**config.mk**
```make
export PLATFORM = sky130hd
export DESIGN_NAME = spd_eeprom
export DESIGN_NICKNAME = d
export VERILOG_FILES = /design/src/rtl/spd_pkg.sv /design/src/rtl/spd_bus_sync.sv /design/src/rtl/spd_store.sv /design/src/rtl/spd_slave_fsm.sv /design/src/rtl/spd_eeprom.sv
export SDC_FILE = /design/constraint.sdc
export NUM_CORES = 2
export LEC_CHECK = 0
export BUFFER_PORTS_ARGS = -buffer_cell sky130_fd_sc_hd__buf_2
export CAP_MARGIN = 25
export CORE_MARGIN = 1
export CORE_UTILIZATION = 55
export DETAILED_ROUTE_END_ITERATION = 16
export PLACE_DENSITY_LB_ADDON = 0.1
export SYNTH_ARGS = -nofsm -noshare
export SYNTH_HDL_FRONTEND = slang
export SYNTH_SLANG_ARGS = --single-unit
```
**constraint.sdc**
```tcl
create_clock -name clk_i -period 8.3 [get_ports clk_i]
set_input_delay 0.415 -clock clk_i [delete_from_list [all_inputs] [get_ports clk_i]]
set_output_delay 0.415 -clock clk_i [all_outputs]
set_load 0.005 [all_outputs]
```
**src/rtl/spd_pkg.sv**
```systemverilog
package spd_pkg;

  localparam logic [3:0] DEV_CODE = 4'b1010;

  typedef enum logic [3:0] {
    ST_IDLE, ST_DEV, ST_DEV_ACK, ST_ADR, ST_ADR_ACK,
    ST_WR, ST_WR_ACK, ST_RD, ST_RD_ACK
  } spd_state_e;

  // configuration image content, unlisted bytes are zero
  function automatic logic [7:0] img_byte(int unsigned idx);
    case (idx)
      0:  return 8'h80;
      1:  return 8'h08;
      2:  return 8'h07;
      3:  return 8'h0D;
      4:  return 8'h0B;
      5:  return 8'h02;
      6:  return 8'h48;
      11: return 8'h02;
      12: return 8'h82;
      13: return 8'h04;
      16: return 8'h0E;
      17: return 8'h04;
      18: return 8'h0C;
      default: return 8'h00;
    endcase
  endfunction

  // reset value of a byte; the last image byte is the checksum of the rest
  function automatic logic [7:0] img_init(int unsigned idx, int unsigned img);
    logic [7:0] acc;
    acc = 8'h00;
    if (idx >= img) return 8'h00;
    if (idx == img - 1) begin
      for (int unsigned i = 0; i < img - 1; i++) acc = acc + img_byte(i);
      return acc;
    end
    return img_byte(idx);
  endfunction

endpackage

```
**src/rtl/spd_bus_sync.sv**
```systemverilog
module spd_bus_sync #(
  parameter int unsigned SYNC_STAGES = 2
) (
  input  logic clk_i,
  input  logic rst_ni,
  input  logic scl_i,
  input  logic sda_i,
  output logic scl_o,
  output logic sda_o,
  output logic scl_rise_o,
  output logic scl_fall_o,
  output logic start_o,
  output logic stop_o
);
  logic [SYNC_STAGES-1:0] scl_sync_q, sda_sync_q;
  logic scl_d_q, sda_d_q;

  always_ff @(posedge clk_i or negedge rst_ni) begin
    if (!rst_ni) begin
      scl_sync_q <= '1;
      sda_sync_q <= '1;
      scl_d_q    <= 1'b1;
      sda_d_q    <= 1'b1;
    end else begin
      scl_sync_q <= {scl_sync_q[SYNC_STAGES-2:0], scl_i};
      sda_sync_q <= {sda_sync_q[SYNC_STAGES-2:0], sda_i};
      scl_d_q    <= scl_o;
      sda_d_q    <= sda_o;
    end
  end

  assign scl_o      = scl_sync_q[SYNC_STAGES-1];
  assign sda_o      = sda_sync_q[SYNC_STAGES-1];
  assign scl_rise_o = scl_o & ~scl_d_q;
  assign scl_fall_o = ~scl_o & scl_d_q;
  assign start_o    = scl_o & scl_d_q & sda_d_q & ~sda_o;
  assign stop_o     = scl_o & scl_d_q & ~sda_d_q & sda_o;
endmodule

```
**src/rtl/spd_store.sv**
```systemverilog
module spd_store
  import spd_pkg::*;
#(
  parameter int unsigned ADDR_W     = 8,
  parameter int unsigned IMG_BYTES  = 64,
  parameter int unsigned LOCK_BYTES = 128
) (
  input  logic              clk_i,
  input  logic              rst_ni,
  input  logic              we_i,
  input  logic [ADDR_W-1:0] waddr_i,
  input  logic [7:0]        wdata_i,
  input  logic              lock_i,
  input  logic [ADDR_W-1:0] raddr_i,
  output logic [7:0]        rdata_o,
  output logic              csum_err_o
);
  localparam int unsigned DEPTH = 1 << ADDR_W;

  logic [7:0] mem_q [DEPTH];
  logic       wr_ok;
  logic [7:0] acc;

  assign wr_ok = we_i && !(lock_i && (int'(waddr_i) < LOCK_BYTES));

  always_ff @(posedge clk_i or negedge rst_ni) begin
    if (!rst_ni) begin
      for (int i = 0; i < DEPTH; i++) mem_q[i] <= img_init(i, IMG_BYTES);
    end else if (wr_ok) begin
      mem_q[waddr_i] <= wdata_i;
    end
  end

  assign rdata_o = mem_q[raddr_i];

  always_comb begin
    acc = 8'h00;
    for (int i = 0; i < IMG_BYTES - 1; i++) acc = acc + mem_q[i];
  end

  assign csum_err_o = (acc != mem_q[IMG_BYTES-1]);
endmodule

```
**src/rtl/spd_slave_fsm.sv**
```systemverilog
module spd_slave_fsm
  import spd_pkg::*;
#(
  parameter int unsigned ADDR_W = 8
) (
  input  logic              clk_i,
  input  logic              rst_ni,
  input  logic              sda_s_i,
  input  logic              scl_rise_i,
  input  logic              scl_fall_i,
  input  logic              start_i,
  input  logic              stop_i,
  input  logic [2:0]        strap_i,
  input  logic [7:0]        rdata_i,
  output logic [ADDR_W-1:0] ptr_o,
  output logic              we_o,
  output logic [ADDR_W-1:0] waddr_o,
  output logic [7:0]        wdata_o,
  output logic              sda_oe_o
);
  spd_state_e        state_q;
  logic [3:0]        cnt_q;
  logic [7:0]        sh_q;
  logic [ADDR_W-1:0] ptr_q;
  logic              rd_q, nack_q;
  logic              rx_state;

  assign rx_state = (state_q == ST_DEV) || (state_q == ST_ADR) || (state_q == ST_WR);

  always_ff @(posedge clk_i or negedge rst_ni) begin
    if (!rst_ni) begin
      state_q <= ST_IDLE;
      cnt_q   <= '0;
      sh_q    <= '0;
      ptr_q   <= '0;
      rd_q    <= 1'b0;
      nack_q  <= 1'b0;
      we_o    <= 1'b0;
      waddr_o <= '0;
      wdata_o <= '0;
    end else begin
      we_o <= 1'b0;
      if (stop_i) begin
        state_q <= ST_IDLE;
      end else if (start_i) begin
        state_q <= ST_DEV;
        cnt_q   <= '0;
      end else if (rx_state) begin
        if (scl_rise_i) begin
          sh_q  <= {sh_q[6:0], sda_s_i};
          cnt_q <= cnt_q + 4'd1;
        end else if (scl_fall_i && cnt_q == 4'd8) begin
          unique case (state_q)
            ST_DEV: begin
              if (sh_q[7:1] == {DEV_CODE, strap_i}) begin
                rd_q    <= sh_q[0];
                state_q <= ST_DEV_ACK;
              end else begin
                state_q <= ST_IDLE;
              end
            end
            ST_ADR: begin
              ptr_q   <= sh_q[ADDR_W-1:0];
              state_q <= ST_ADR_ACK;
            end
            default: begin
              we_o    <= 1'b1;
              waddr_o <= ptr_q;
              wdata_o <= sh_q;
              ptr_q   <= ptr_q + 1'b1;
              state_q <= ST_WR_ACK;
            end
          endcase
        end
      end else begin
        unique case (state_q)
          ST_DEV_ACK, ST_ADR_ACK, ST_WR_ACK: if (scl_fall_i) begin
            cnt_q <= '0;
            if (state_q == ST_DEV_ACK && rd_q) begin
              sh_q    <= rdata_i;
              ptr_q   <= ptr_q + 1'b1;
              state_q <= ST_RD;
            end else begin
              state_q <= (state_q == ST_DEV_ACK) ? ST_ADR : ST_WR;
            end
          end
          ST_RD: if (scl_fall_i) begin
            if (cnt_q == 4'd7) begin
              state_q <= ST_RD_ACK;
            end else begin
              sh_q  <= {sh_q[6:0], 1'b0};
              cnt_q <= cnt_q + 4'd1;
            end
          end
          ST_RD_ACK: begin
            if (scl_rise_i) nack_q <= sda_s_i;
            if (scl_fall_i) begin
              if (nack_q) begin
                state_q <= ST_IDLE;
              end else begin
                sh_q    <= rdata_i;
                ptr_q   <= ptr_q + 1'b1;
                cnt_q   <= '0;
                state_q <= ST_RD;
              end
            end
          end
          default: ;
        endcase
      end
    end
  end

  assign ptr_o    = ptr_q;
  assign sda_oe_o = (state_q == ST_DEV_ACK) || (state_q == ST_ADR_ACK) ||
                    (state_q == ST_WR_ACK) || (state_q == ST_RD && !sh_q[7]);
endmodule

```
**src/rtl/spd_eeprom.sv**
```systemverilog
module spd_eeprom #(
  parameter int unsigned ADDR_W      = 8,
  parameter int unsigned IMG_BYTES   = 64,
  parameter int unsigned LOCK_BYTES  = 128,
  parameter int unsigned SYNC_STAGES = 2
) (
  input  logic       clk_i,
  input  logic       rst_ni,
  input  logic       scl_i,
  input  logic       sda_i,
  output logic       sda_oe_o,
  input  logic [2:0] strap_i,
  input  logic       lock_i,
  output logic       csum_err_o
);
  logic scl_s, sda_s, scl_rise, scl_fall, start_evt, stop_evt;
  logic we;
  logic [ADDR_W-1:0] ptr, waddr;
  logic [7:0] wdata, rdata;

  spd_bus_sync #(.SYNC_STAGES(SYNC_STAGES)) u_sync (
    .clk_i, .rst_ni, .scl_i, .sda_i,
    .scl_o(scl_s), .sda_o(sda_s), .scl_rise_o(scl_rise), .scl_fall_o(scl_fall),
    .start_o(start_evt), .stop_o(stop_evt)
  );

  spd_slave_fsm #(.ADDR_W(ADDR_W)) u_fsm (
    .clk_i, .rst_ni, .sda_s_i(sda_s), .scl_rise_i(scl_rise), .scl_fall_i(scl_fall),
    .start_i(start_evt), .stop_i(stop_evt), .strap_i, .rdata_i(rdata),
    .ptr_o(ptr), .we_o(we), .waddr_o(waddr), .wdata_o(wdata), .sda_oe_o
  );

  spd_store #(.ADDR_W(ADDR_W), .IMG_BYTES(IMG_BYTES), .LOCK_BYTES(LOCK_BYTES)) u_store (
    .clk_i, .rst_ni, .we_i(we), .waddr_i(waddr), .wdata_i(wdata), .lock_i,
    .raddr_i(ptr), .rdata_o(rdata), .csum_err_o
  );
endmodule

```
==> out/results.ini <==
[sta]
setup-violations-final=0
fin_crit_ns=8.19
fin_crit_sh=0.986
worstMarginPinSlew_ns=1.48
fin_skew_ns=0.0471
hold_viol=0
maxSlewViolCount=0
fmax_mhz=122
max-slew-margin-rel=0.0103
rsz0062_at_grt=yes
layout_setup_ws_ns=0.113

[worst_setup_path]
crit_top_cell=fa_1
worstSetupPathType=reg -> out
cp.arrival_ns=7.77
cp_slowest_cell=fa_2
crit_buf_inv=3
cp_data_required_time_ns=7.89
slowest_delay_ns=0.63
cp-end-kind=output pin
crit_fanout=3
startpoint_type=flip-flop
crit_chain=fa_1 > inv_2 > fa_1 > fa_2 > fa_2 > fa_1 > fa_1 > fa_1 > fa_1 > fa_1 > inv_2 > fa_1 > xnor2_1 > nand4_1 > nor4_1 > nand2_2 > buf_6
cp_top_family=adder cells

[final_layout]
drive_gt1_frac=0.446
num-nets-final=7326
fin_cells=9604
syn2layout_area_growth_pct=9.97

[cts]
clock_path_buffers=3
cts_sinks=2097
cts_max_level=4
root_buffer=clkbuf_16
cts_buffers=222
clock_latency_ns=0.88
tritoncts=done
clkTransAtPathRegs_ns=0.06

[detailed_routing]
num_vias=61700
ant_nets=0
dr.pass1.iters=6
avgViaCountPerCell=6.43
drt-initial-drc-count=5335
drc=0
wl_um=297000
wire_per_inst_um=30.9

[yosys]
netlist_instances=7001
synth_area_per_cell_um2=15.1
ys_async_sr_fraction=1.00
synth.largest_area_cell=dfrtp_1
synth-seq-cells=2097
synth_area_leaders=dfrtp_1 49%, mux2_2 22%, mux4_2 11%, fa_1 7.0%, mux2i_1 1.7%
yosysMostFrequentCell=dfrtp_1
synth_nets=7423
synth_edf_count=0
synth-warning-count=0
ys_types=62
synth_top_area_frac=0.488
synthesis.area_um2=106000
ys.flop_type=dfrtp_1
ys_seq_area_frac=0.496
ys_top_cells_by_count=2062 x dfrtp_1, 2056 x mux2_2, 515 x mux4_2

[global_routing]
grt_first_pass_wirelength_um=444000
antenna_found_initial=5
grt_max_degree=186
grt_use_total=0.313
grt.overflow.total=0
grt_pass1_vias=63800

[placement]
finalWeightedCongestion=0.923
post-place-cells=9176
pre_cts_ws_ns=0.802
portBuffers=9
dpl.hpwl_um=189000

[power]
clockPowerShare=0.396
power.density_nw_per_um2=224
ir_worst_vdd_mv=0.220
netSwitchingPower_mw=7.98
swShare=0.306
power_frac_seq=0.408
internal_power_mw=18.1
leakagePower_nw=54.4
combPwrFrac=0.196

[die]
design.die.area_um2=194000
io_pins=10
start_util=0.555
num_rows=160
die_x_um=441
coreArea_um2=191000
die_h_um=441

[run]
cap_violations=0

[status]
outcome=complete, no violations

[worst_hold_path]
hold_path_class=in -> async

==> worst register-to-register path, delay by kind of cell, from the launching register on <==
family | cells | cell delay, ns
simple gates | 2 | 0.31
compound gates | 5 | 2.11
flops | 1 | 1.16
buf+inv | 2 | 1.19
==> metrics by stage <==
step | power, mW | area [um^2] | hold WS (ns) | setup TNS, ns | util
2_1_floorplan | 13.9 | 106000 | 0.119 | 0 | -
3_3_place_gp | 15.9 | 108000 | 0.346 | 0 | 0.568
3_5_place_dp | 15.9 | 108000 | 0.347 | 0 | 0.569
4_1_cts | 26.2 | 116000 | 0.100 | 0 | 0.609
5_1_grt | 26.9 | 116000 | 0.168 | -0.0707 | 0.611
6_report | 26.1 | 116000 | 0.103 | 0 | 0.611
==> power by group through the flow <==
stage,sequential [mW],clock (mW),combinational [mW]
4_1_cts,10.6,10.5,5.12
6_report,10.6,10.3,5.11
5_1_grt,10.6,10.9,5.35
3_3_place_gp,10.8,0,5.11
2_1_floorplan,10.5,0,3.41
3_5_place_dp,10.8,0,5.11
==> what timing repair did <==
item                                   in CTS  in global routing
hold buffers                                3                  0
setup endpoints to repair                   1                  1
pin swaps                                   2                 21
buffers inserted                            0                  1
endpoints found under the hold margin      96                  0
gates resized for setup                     8                 11
==> path summary, 6_finish.rpt <==
kind	endpoint	from	depth (start not counted)	slack (ns)
min	u_store.mem_q[1904]$_DFFE_PN0P_	rst_ni	2	0.10
min in group clk_i	u_fsm.rd_q$_DFFE_PN0P_	strap_i[0]	5	0.18
max reg2reg	u_fsm.sh_q[3]$_DFFE_PN0P_	u_fsm.ptr_o[2]$_DFFE_PN0P_	9	3.39
max	csum_err_o	u_store.mem_q[1563]$_DFFE_PN0P_	17	0.11
max in group asynchronous	u_store.mem_q[974]$_DFFE_PN0P_	rst_ni	4	5.71
min reg2reg	u_sync.scl_sync_q[1]$_DFF_PN1_	u_sync.scl_sync_q[0]$_DFF_PN1_	0	0.36
==> cells in the final DEF (no fill, tap or decap), drive strengths merged, types with 35 or more instances in the layout <==
master,synthesis,routed
dfrtp,2062,2062
ha,45,45
o221ai,78,78
clkinv,0,45
dfstp,35,35
nand2,298,298
xnor2,106,106
mux2,2056,2056
nor2,82,82
fa,369,369
nor3,45,45
clkbuf,353,342
a21oi,71,71
inv,328,331
buf,105,133
o22ai,36,36
mux2i,175,175
mux4,515,515
==> layer usage <==
metal	vias to the layer above	global-route usage	share of wire
li1	25300	-	-
met1	34100	0.456	0.44
met2	1863	0.464	0.45
met3	482	0.0690	0.071
met4	4	0.116	0.038
met5	-	0	0.000091
==> area by class of cell <==
type                            instances  area, um^2
Antenna cell                            3        7.51
Clock buffer                          341        6720
Clock inverter                         69         881
Fill cell                           14500       74200
Inverter                              328        1240
Multi-Input combinational cell       4118       50400
Sequential cell                      2097       52600
Tap cell                             2511        3140
Timing Repair Buffer                  137        1450
==> registers in the layout, indices dropped and copies added (netlist names) <==
register	cells
u_fsm.wdata_o	8
u_fsm.nack_q	1
u_fsm.sh_q	8
u_fsm.waddr_o	8
u_fsm.rd_q	1
u_store.mem_q	2048
u_sync.scl_d_q	1
u_fsm.we_o	1
u_sync.scl_sync_q	2
u_fsm.ptr_o	8
u_sync.sda_d_q	1
u_fsm.state_q	4
u_fsm.cnt_q	4
u_sync.sda_sync_q	2
==> logic make-up after synthesis <==
kind of cell / Yosys count / synth area share
mux: 2746 / 0.345
compound gates: 312 / 0.0208
fa+ha+maj: 414 / 0.0751
buf+inv: 786 / 0.0303
xor+xnor: 133 / 0.0119
flops: 2097 / 0.496
simple gates: 513 / 0.0207
No activity file was read; power rests on OpenSTA's default activity.
